**config.mk**
```make
export PLATFORM = sky130hd
export DESIGN_NAME = timer0_shared_ps
export DESIGN_NICKNAME = d
export VERILOG_FILES = /design/src/rtl/t0_pkg.sv /design/src/rtl/t0_pin_sync.sv /design/src/rtl/t0_owner_fsm.sv /design/src/rtl/t0_prescaler.sv /design/src/rtl/t0_counter.sv /design/src/rtl/timer0_shared_ps.sv
export SDC_FILE = /design/constraint.sdc
export NUM_CORES = 1
export LEC_CHECK = 0
export CAP_MARGIN = 10
export CORE_MARGIN = 3
export CORE_UTILIZATION = 60
export CTS_CLUSTER_DIAMETER = 40
export CTS_CLUSTER_SIZE = 14
export DETAILED_ROUTE_END_ITERATION = 16
export DONT_BUFFER_PORTS = 1
export PLACE_DENSITY = 0.77
export SLEW_MARGIN = 15
export SYNTH_ARGS = -nofsm -noshare
export SYNTH_HDL_FRONTEND = slang
export SYNTH_SLANG_ARGS = --single-unit
```
**constraint.sdc**
```tcl
create_clock -name clk -period 4.91 [get_ports clk]
set_input_delay 0.982 -clock clk [delete_from_list [all_inputs] [get_ports clk]]
set_output_delay 0.982 -clock clk [all_outputs]
set_load 0.01 [all_outputs]
```
**src/rtl/t0_pkg.sv**
```systemverilog
package t0_pkg;
    typedef enum logic {
        OWN_TMR = 1'b0,
        OWN_WDT = 1'b1
    } own_state_e;

    localparam int OPT_CS_BIT   = 5;
    localparam int OPT_EDGE_BIT = 4;
    localparam int OPT_ASG_BIT  = 3;
endpackage

```
**src/rtl/t0_pin_sync.sv**
```systemverilog
module t0_pin_sync #(
    parameter int STAGES = 2
) (
    input  logic clk,
    input  logic rst_n,
    input  logic pin_in,
    output logic rise,
    output logic fall
);
    logic [STAGES-1:0] chain;
    logic              last_q;

    genvar g;
    for (g = 0; g < STAGES; g++) begin : g_stage
        if (g == 0) begin : g_first
            always_ff @(posedge clk or negedge rst_n) begin
                if (!rst_n) chain[0] <= 1'b0;
                else        chain[0] <= pin_in;
            end
        end else begin : g_next
            always_ff @(posedge clk or negedge rst_n) begin
                if (!rst_n) chain[g] <= 1'b0;
                else        chain[g] <= chain[g-1];
            end
        end
    end

    always_ff @(posedge clk or negedge rst_n) begin
        if (!rst_n) last_q <= 1'b0;
        else        last_q <= chain[STAGES-1];
    end

    assign rise = chain[STAGES-1] & ~last_q;
    assign fall = ~chain[STAGES-1] & last_q;
endmodule

```
**src/rtl/t0_owner_fsm.sv**
```systemverilog
module t0_owner_fsm
    import t0_pkg::*;
(
    input  logic clk,
    input  logic rst_n,
    input  logic wr,
    input  logic wr_asg,
    output logic owner_wdt,
    output logic handover
);
    own_state_e state, nxt;

    always_ff @(posedge clk or negedge rst_n) begin
        if (!rst_n) state <= OWN_WDT;
        else        state <= nxt;
    end

    always_comb begin
        nxt = state;
        unique case (state)
            OWN_TMR: if (wr && wr_asg)  nxt = OWN_WDT;
            OWN_WDT: if (wr && !wr_asg) nxt = OWN_TMR;
        endcase
    end

    always_comb begin
        owner_wdt = (state == OWN_WDT);
        handover  = (nxt != state);
    end
endmodule

```
**src/rtl/t0_prescaler.sv**
```systemverilog
module t0_prescaler #(
    parameter int PS_W = 8
) (
    input  logic            clk,
    input  logic            rst_n,
    input  logic            clr,
    input  logic            inc,
    input  logic [PS_W-1:0] mask,
    output logic            match
);
    logic [PS_W-1:0] cnt;

    always_ff @(posedge clk or negedge rst_n) begin
        if (!rst_n)   cnt <= '0;
        else if (clr) cnt <= '0;
        else if (inc) cnt <= cnt + 1'b1;
    end

    assign match = ((cnt & mask) == mask);
endmodule

```
**src/rtl/t0_counter.sv**
```systemverilog
module t0_counter #(
    parameter int W = 8
) (
    input  logic         clk,
    input  logic         rst_n,
    input  logic         load,
    input  logic [W-1:0] ld_val,
    input  logic         inc,
    output logic [W-1:0] q,
    output logic         ovf
);
    localparam logic [W-1:0] TOP = '1;

    always_ff @(posedge clk or negedge rst_n) begin
        if (!rst_n) begin
            q   <= '0;
            ovf <= 1'b0;
        end else if (load) begin
            q   <= ld_val;
            ovf <= 1'b0;
        end else if (inc) begin
            q   <= q + 1'b1;
            ovf <= (q == TOP);
        end else begin
            ovf <= 1'b0;
        end
    end
endmodule

```
**src/rtl/timer0_shared_ps.sv**
```systemverilog
module timer0_shared_ps
    import t0_pkg::*;
#(
    parameter int TMR_W       = 8,
    parameter int PS_W        = 8,
    parameter int RATE_W      = 3,
    parameter int OPT_W       = 8,
    parameter int SYNC_STAGES = 2
) (
    input  logic             clk,
    input  logic             rst_n,
    input  logic             cycle_tick,
    input  logic             ext_pin,
    input  logic             wdt_base_tick,
    input  logic             opt_wr,
    input  logic [OPT_W-1:0] opt_wdata,
    input  logic             tmr_wr,
    input  logic [TMR_W-1:0] tmr_wdata,
    output logic [OPT_W-1:0] opt_q,
    output logic [TMR_W-1:0] tmr_q,
    output logic             tmr_ovf,
    output logic             wdt_tick
);
    localparam logic [PS_W:0] ONE_W = {{PS_W{1'b0}}, 1'b1};

    logic [OPT_W-1:0]  opt_r;
    logic [RATE_W-1:0] rate;
    logic              pin_rise, pin_fall;
    logic              src_ev;
    logic              owner_wdt, handover;
    logic              ps_inc, ps_clr, ps_match;
    logic [PS_W:0]     tmr_mask_w, wdt_mask_w;
    logic [PS_W-1:0]   ps_mask;
    logic              tmr_inc, wdt_fire, wdt_q;

    always_ff @(posedge clk or negedge rst_n) begin
        if (!rst_n)      opt_r <= '1;
        else if (opt_wr) opt_r <= opt_wdata;
    end

    assign rate = opt_r[RATE_W-1:0];

    t0_pin_sync #(.STAGES(SYNC_STAGES)) u_sync (
        .clk   (clk),
        .rst_n (rst_n),
        .pin_in(ext_pin),
        .rise  (pin_rise),
        .fall  (pin_fall)
    );

    t0_owner_fsm u_owner (
        .clk      (clk),
        .rst_n    (rst_n),
        .wr       (opt_wr),
        .wr_asg   (opt_wdata[OPT_ASG_BIT]),
        .owner_wdt(owner_wdt),
        .handover (handover)
    );

    always_comb begin
        if (opt_r[OPT_CS_BIT]) src_ev = opt_r[OPT_EDGE_BIT] ? pin_fall : pin_rise;
        else                   src_ev = cycle_tick;
    end

    always_comb begin
        tmr_mask_w = (ONE_W << ({1'b0, rate} + 1'b1)) - ONE_W;
        wdt_mask_w = (ONE_W << rate) - ONE_W;
        if (owner_wdt) begin
            ps_mask  = wdt_mask_w[PS_W-1:0];
            ps_inc   = wdt_base_tick;
            tmr_inc  = src_ev;
            wdt_fire = wdt_base_tick & ps_match;
        end else begin
            ps_mask  = tmr_mask_w[PS_W-1:0];
            ps_inc   = src_ev;
            tmr_inc  = src_ev & ps_match;
            wdt_fire = wdt_base_tick;
        end
        ps_clr = tmr_wr | handover;
    end

    t0_prescaler #(.PS_W(PS_W)) u_ps (
        .clk  (clk),
        .rst_n(rst_n),
        .clr  (ps_clr),
        .inc  (ps_inc),
        .mask (ps_mask),
        .match(ps_match)
    );

    t0_counter #(.W(TMR_W)) u_cnt (
        .clk   (clk),
        .rst_n (rst_n),
        .load  (tmr_wr),
        .ld_val(tmr_wdata),
        .inc   (tmr_inc),
        .q     (tmr_q),
        .ovf   (tmr_ovf)
    );

    always_ff @(posedge clk or negedge rst_n) begin
        if (!rst_n) wdt_q <= 1'b0;
        else        wdt_q <= wdt_fire;
    end

    assign opt_q    = opt_r;
    assign wdt_tick = wdt_q;
endmodule

```
* Yosys cells after proc, flatten, opt, wreduce, memory -nomap -nowiden
Cells that the tools add are included.
Cells by class: $add $sub $neg 5, eq/ne operators 3, shift-type cells 2, multiplexer cells 15, bitwise operators 9, reduce and logical (&&, ||, !) cells 5
Operators with widths (count):
- $mux 8 | 5
- $add 8x1->8 const B | 2
- $sub 8x1->8 const B | 2
- $mux 1 | 9
- $and 8x8->8 | 1
- $eq 8x8->1 | 1
- $eq 8x8->1 const B | 1
- $shl 1x3->8 const A | 1
- $shl 1x4->8 const A | 1
- $add 3x1->4 const B | 1
- $and 1x1->1 | 4
- $reduce_bool 2->1 | 2
- $not 1->1 | 3
- $logic_and 1x1->1 | 2
- $pmux 1 s2 | 1
- $logic_not 1->1 | 1
- $ne 1x1->1 | 1
- $or 1x1->1 | 1
Storage, ports and cells: register bits 30, logic and storage cells 48

* Logic depth before layout (Yosys ltp)
depth in word-level cells 10, depth in mapped cells 14, depth with buffers taken out 12

* By module
A second synthesis with hierarchy kept.
Second synthesis, totals: cell total of the unflattened synthesis 172, area total of the unflattened synthesis 1709.1 um^2
By module, submodules not included:
- timer0_shared_ps | times used 1, cells each 61, area each 626.9 um^2, sequential area each 235.2 um^2
- t0_counter | times used 1, cells each 52, area each 484.2 um^2, sequential area each 225.2 um^2
- t0_prescaler | times used 1, cells each 50, area each 455.4 um^2, sequential area each 200.2 um^2
- t0_pin_sync | times used 1, cells each 5, area each 90.1 um^2, sequential area each 75.1 um^2
- t0_owner_fsm | times used 1, cells each 4, area each 52.6 um^2, sequential area each 26.3 um^2

* Worst setup path after synthesis
Ideal clock, no wire load.
path type register to register, start reg opt_r[0], in the netlist opt_q[0], end reg u_cnt.q[7], arrival 3284 ps, slack 1500 ps, stages on the path, launching flop included 14, buffers on the path 1, clock period less this slack 3410 ps, cell sequence dfstp_2 ha_1 buf_2 or2_2 a2111oi_0 a31oi_1 ha_1 nand2b_1 nor4_1 and4bb_2 nand4b_4 o31a_1 or4_1 a221o_1
Between the ends: longest elaborated chain between the ends 9, elaborated cells on any way between the ends 11
RTL lines:
- start: declaration | line timer0_shared_ps.sv:26 | logic [OPT_W-1:0] opt_r;
- start signal: assignment | line timer0_shared_ps.sv:38 | else if (opt_wr) opt_r <= opt_wdata;
- $add 3x1->4 | line timer0_shared_ps.sv:66 | tmr_mask_w = (ONE_W << ({1'b0, rate} + 1'b1)) - ONE_W;
- $shl 1x4->8 | line timer0_shared_ps.sv:66
- $sub 8x1->8 | line timer0_shared_ps.sv:66
- $mux 8 * | line timer0_shared_ps.sv:68 | if (owner_wdt) begin
- $and 8x8->8 | line t0_prescaler.sv:19 | assign match = ((cnt & mask) == mask);
- $eq 8x8->1 * | line t0_prescaler.sv:19
- $and 1x1->1 * | line timer0_shared_ps.sv:76 | tmr_inc = src_ev & ps_match;
- $mux 1 * | line timer0_shared_ps.sv:68
- $reduce_bool 2->1 (no source line) *
- end signal: assignment | line t0_counter.sv:19 | q <= ld_val;
- end signal: assignment | line t0_counter.sv:22 | q <= q + 1'b1;
- end: declaration | line t0_counter.sv:9 | output logic [W-1:0] q,
Every way passes the cells marked *; elsewhere a longest branch is shown, timed or not. A chain may end at the register's enable or synchronous reset.

* Worst setup path after layout
Ends and elaborated chain as after synthesis.

==> impl_metrics.csv <==
group,metric,value,unit
critical_path,reg2reg_depth,12,
final_layout,regArea,762,um^2
synthesis,ys_types,54,
job,drv_cap,0,
sta,relSlewSlack,59.5,%
clock_tree,numCtsBuffers,5,
placed_design,place_area,0.00189,mm^2
global_routing,track_usage,24.5,%
critical_path,endpoint_kind,"flip-flop",
clock_tree,clock_sinks,30,
sta,tightest_slew,0.604,ns
synthesis,synth-seq-cells,30,
placed_design,hpwl,3.01,mm
placed_design,place.gp.congestion,0.952,
pwr,peakVddDrop,0.208,mV
critical_path,worstSetupPathType,"reg2reg",
floorplanning,start_util,65.5,%
floorplanning,die-area,0.00385,mm^2
clock_tree,post-cts-setup-buffers,0,
clock_tree,root_buffer,"clkbuf_4",
clock_tree,cts_htree_levels,2,
drt,vias_per_cell,6.46,
pwr,leakage,0.817,nW
global_routing,overflow,0,
clock_tree,max-clock-path-buffers,2,
placed_design,dp_cells,231,
synthesis,syn-cell-area,0.00188,mm^2
final_layout,fin_util,68.0,%
synthesis,synth_ff_type,"dfrtp_1",
drt,drtIter0Drc,312,
critical_path,rr_startpoint,"opt_q[0]",
critical_path,rr_endpoint,"u_cnt.q[7]",
placed_design,portBuffers,0,
final_layout,multi_input_area,0.00105,mm^2
min_path,hp-class,"in2async",
floorplanning,rows,19,
sta,setup_viol,0,
clock_tree,clk-insertion-delay-late,0.32,ns
critical_path,crit_arrival,4.35,ns
floorplanning,ios,41,
clock_tree,cts_tree,"yes",
critical_path,cp_max_fo,16,
sta,finalMaxSlewViolations,0,
drt,met2_length,1.99,mm
floorplanning,core,0.00288,mm^2
drt,wl_per_cell,17.1,um
synthesis,yosysWarnings,0,
drt,via_count,1544,
synthesis,async_flop_share,100,%
sta,post-route-period-util,84.2,%
drt,detail-route-antenna-nets,0,
sta,skew,0.0102,ns
placed_design,post-place-ws,0.842,ns
drt,drc,0,
final_layout,finalNetCount,223,
final_layout,postLayoutCellArea,0.00196,mm^2
sta,clock.fmax,242,MHz
final_layout,area_growth,3.79,%
drt,drt-met1-wl,1.69,mm
critical_path,r2r_setup_slack,0.78,ns
pwr,power,0.607,mW
global_routing,grt_start_max_net_pins,31,
run_status,status,"completed",
sta,tns,0,ns
pwr,powerDensity,311,mW/mm^2
sta,setup_ws,0.777,ns
drt,topRoutingLayerUsed,"met4",
floorplanning,dieWidth,62.0,um
clock_tree,ctsResizeCount,0,
final_layout,fillCellCount,224,
global_routing,antenna_found_initial,0,
sta,period_minus_slack,4.13,ns
sta,hold_viol,0,
clock_tree,path_clk_slew,0.10,ns
drt,firstDrtPassIters,4,
clock_tree,ctsHoldBuffers,0,
sta,rsz0062_at_grt,"no",
synthesis,synth_seq_area_share,40.4,%
global_routing,grt_pass1_vias,1517,
critical_path,startpoint_type,"flip-flop",
final_layout,final_layout_size_suffix_gt1_share,15.7,%
synthesis,synth_fp_nets,224,
sta,hold_ws,0.334,ns
synthesis,synth_edf_count,0,
global_routing,grt_pass1_wl,6.96,mm
floorplanning,die_h,62.0,um
synthesis,synth.avg_cell_area,9.57,um^2
final_layout,antennaDiodeCount,0,
synthesis,synth_cells,197,
final_layout,stdcell_count,239,
drt,totalWireLength,4.08,mm
drt,wl_met3,339,um
critical_path,critPathRequiredTime,5.12,ns
-- kinds of logic after synthesis --
kind of cell	synth area share, %
buf+inv	3.78
mux	5.51
compound gates	18.2
fa+ha+maj	2.66
flops	40.4
simple gates	25.7
xor+xnor	3.72
-- state kept, by name (all words and copies together) (netlist names) --
register / count
opt_q: 8
u_cnt.ovf: 1
u_cnt.q: 8
u_owner.owner_wdt: 1
u_ps.cnt: 8
u_sync.chain: 2
u_sync.last_q: 1
wdt_tick: 1
-- routing by layer --
layer	global-route usage, %	up-vias
met3	8.68	9
li1	-	733
met2	38.8	63
met5	0	-
met4	8.18	0
met1	31.3	739
-- layout make-up --
type | count | share of cell area [%]
clock buffers | 6 | 2.62
inverters | 7 | 1.34
multi-input cells | 152 | 53.7
clock inverters | 2 | 0.640
flip-flops and latches | 30 | 39.0
well taps | 42 | 2.69
-- layout by cell type (no fill, tap or decap), types with 3 or more instances in the layout --
cell and instances:
mux2_2 7, ha_1 4, or4_1 3, dfstp_2 9
a21oi_1 6, o211ai_1 3, clkbuf_4 5, nand4_1 4
inv_1 6, or3_1 4, a31oi_1 5, o21a_1 3
o21ai_0 8, nor2_1 20, xor2_1 6, nand2b_1 3
nand3_1 5, and3_1 6, nand2_1 14, nor3_1 8
nor2b_1 4, dfrtp_1 21
-- cell usage after synthesis (all sizes together), types with 4 or more instances --
cell	number	area, um^2
dfrtp	21	526
nor2	20	75.1
nand2	14	52.6
dfstp	9	236
o21ai	9	45.0
mux2	8	93.8
nor3	8	40.0
a21oi	6	30.0
and3	6	37.5
inv	6	22.5
xor2	6	52.6
a31oi	5	31.3
buf	5	33.8
nand3	5	25.0
ha	4	50.1
nand4	4	25.0
nor2b	4	25.0
or3	4	25.0
-- power breakdown --
part / internal (mW) / leakage, nW / switching, mW / total, mW
combinational: 0.0627 / 0.425 / 0.0772 / 0.140
clock: 0.0688 / 0.0343 / 0.0881 / 0.157
sequential: 0.272 / 0.358 / 0.0386 / 0.311
-- how the worst max path moves through the flow --
stage / start / to / slack (ns) / cells past startpoint
after floorplan: opt_q[0] / u_cnt.q[7] / 1.50 / 13
after global placement: opt_q[0] / u_cnt.q[7] / 1.15 / 12
after detailed placement: opt_q[0] / u_cnt.q[7] / 0.84 / 12
after CTS: opt_q[0] / u_cnt.q[7] / 0.84 / 12
after global routing: opt_q[0] / u_cnt.q[7] / 0.44 / 12
final: opt_q[0] / u_cnt.q[7] / 0.78 / 12
-- critical path, cell delays in order (launching register included) --
cell	delay (ns)
dfstp_2	0.71
ha_1	0.36
nand2_1	0.17
a2111oi_0	0.52
a31oi_1	0.10
ha_1	0.25
nand2b_1	0.14
nor3_1	0.08
and4bb_2	0.34
nand4b_4	0.12
o31a_1	0.40
or4_1	0.51
a221o_1	0.32
Power figures use the tool's default switching activity.
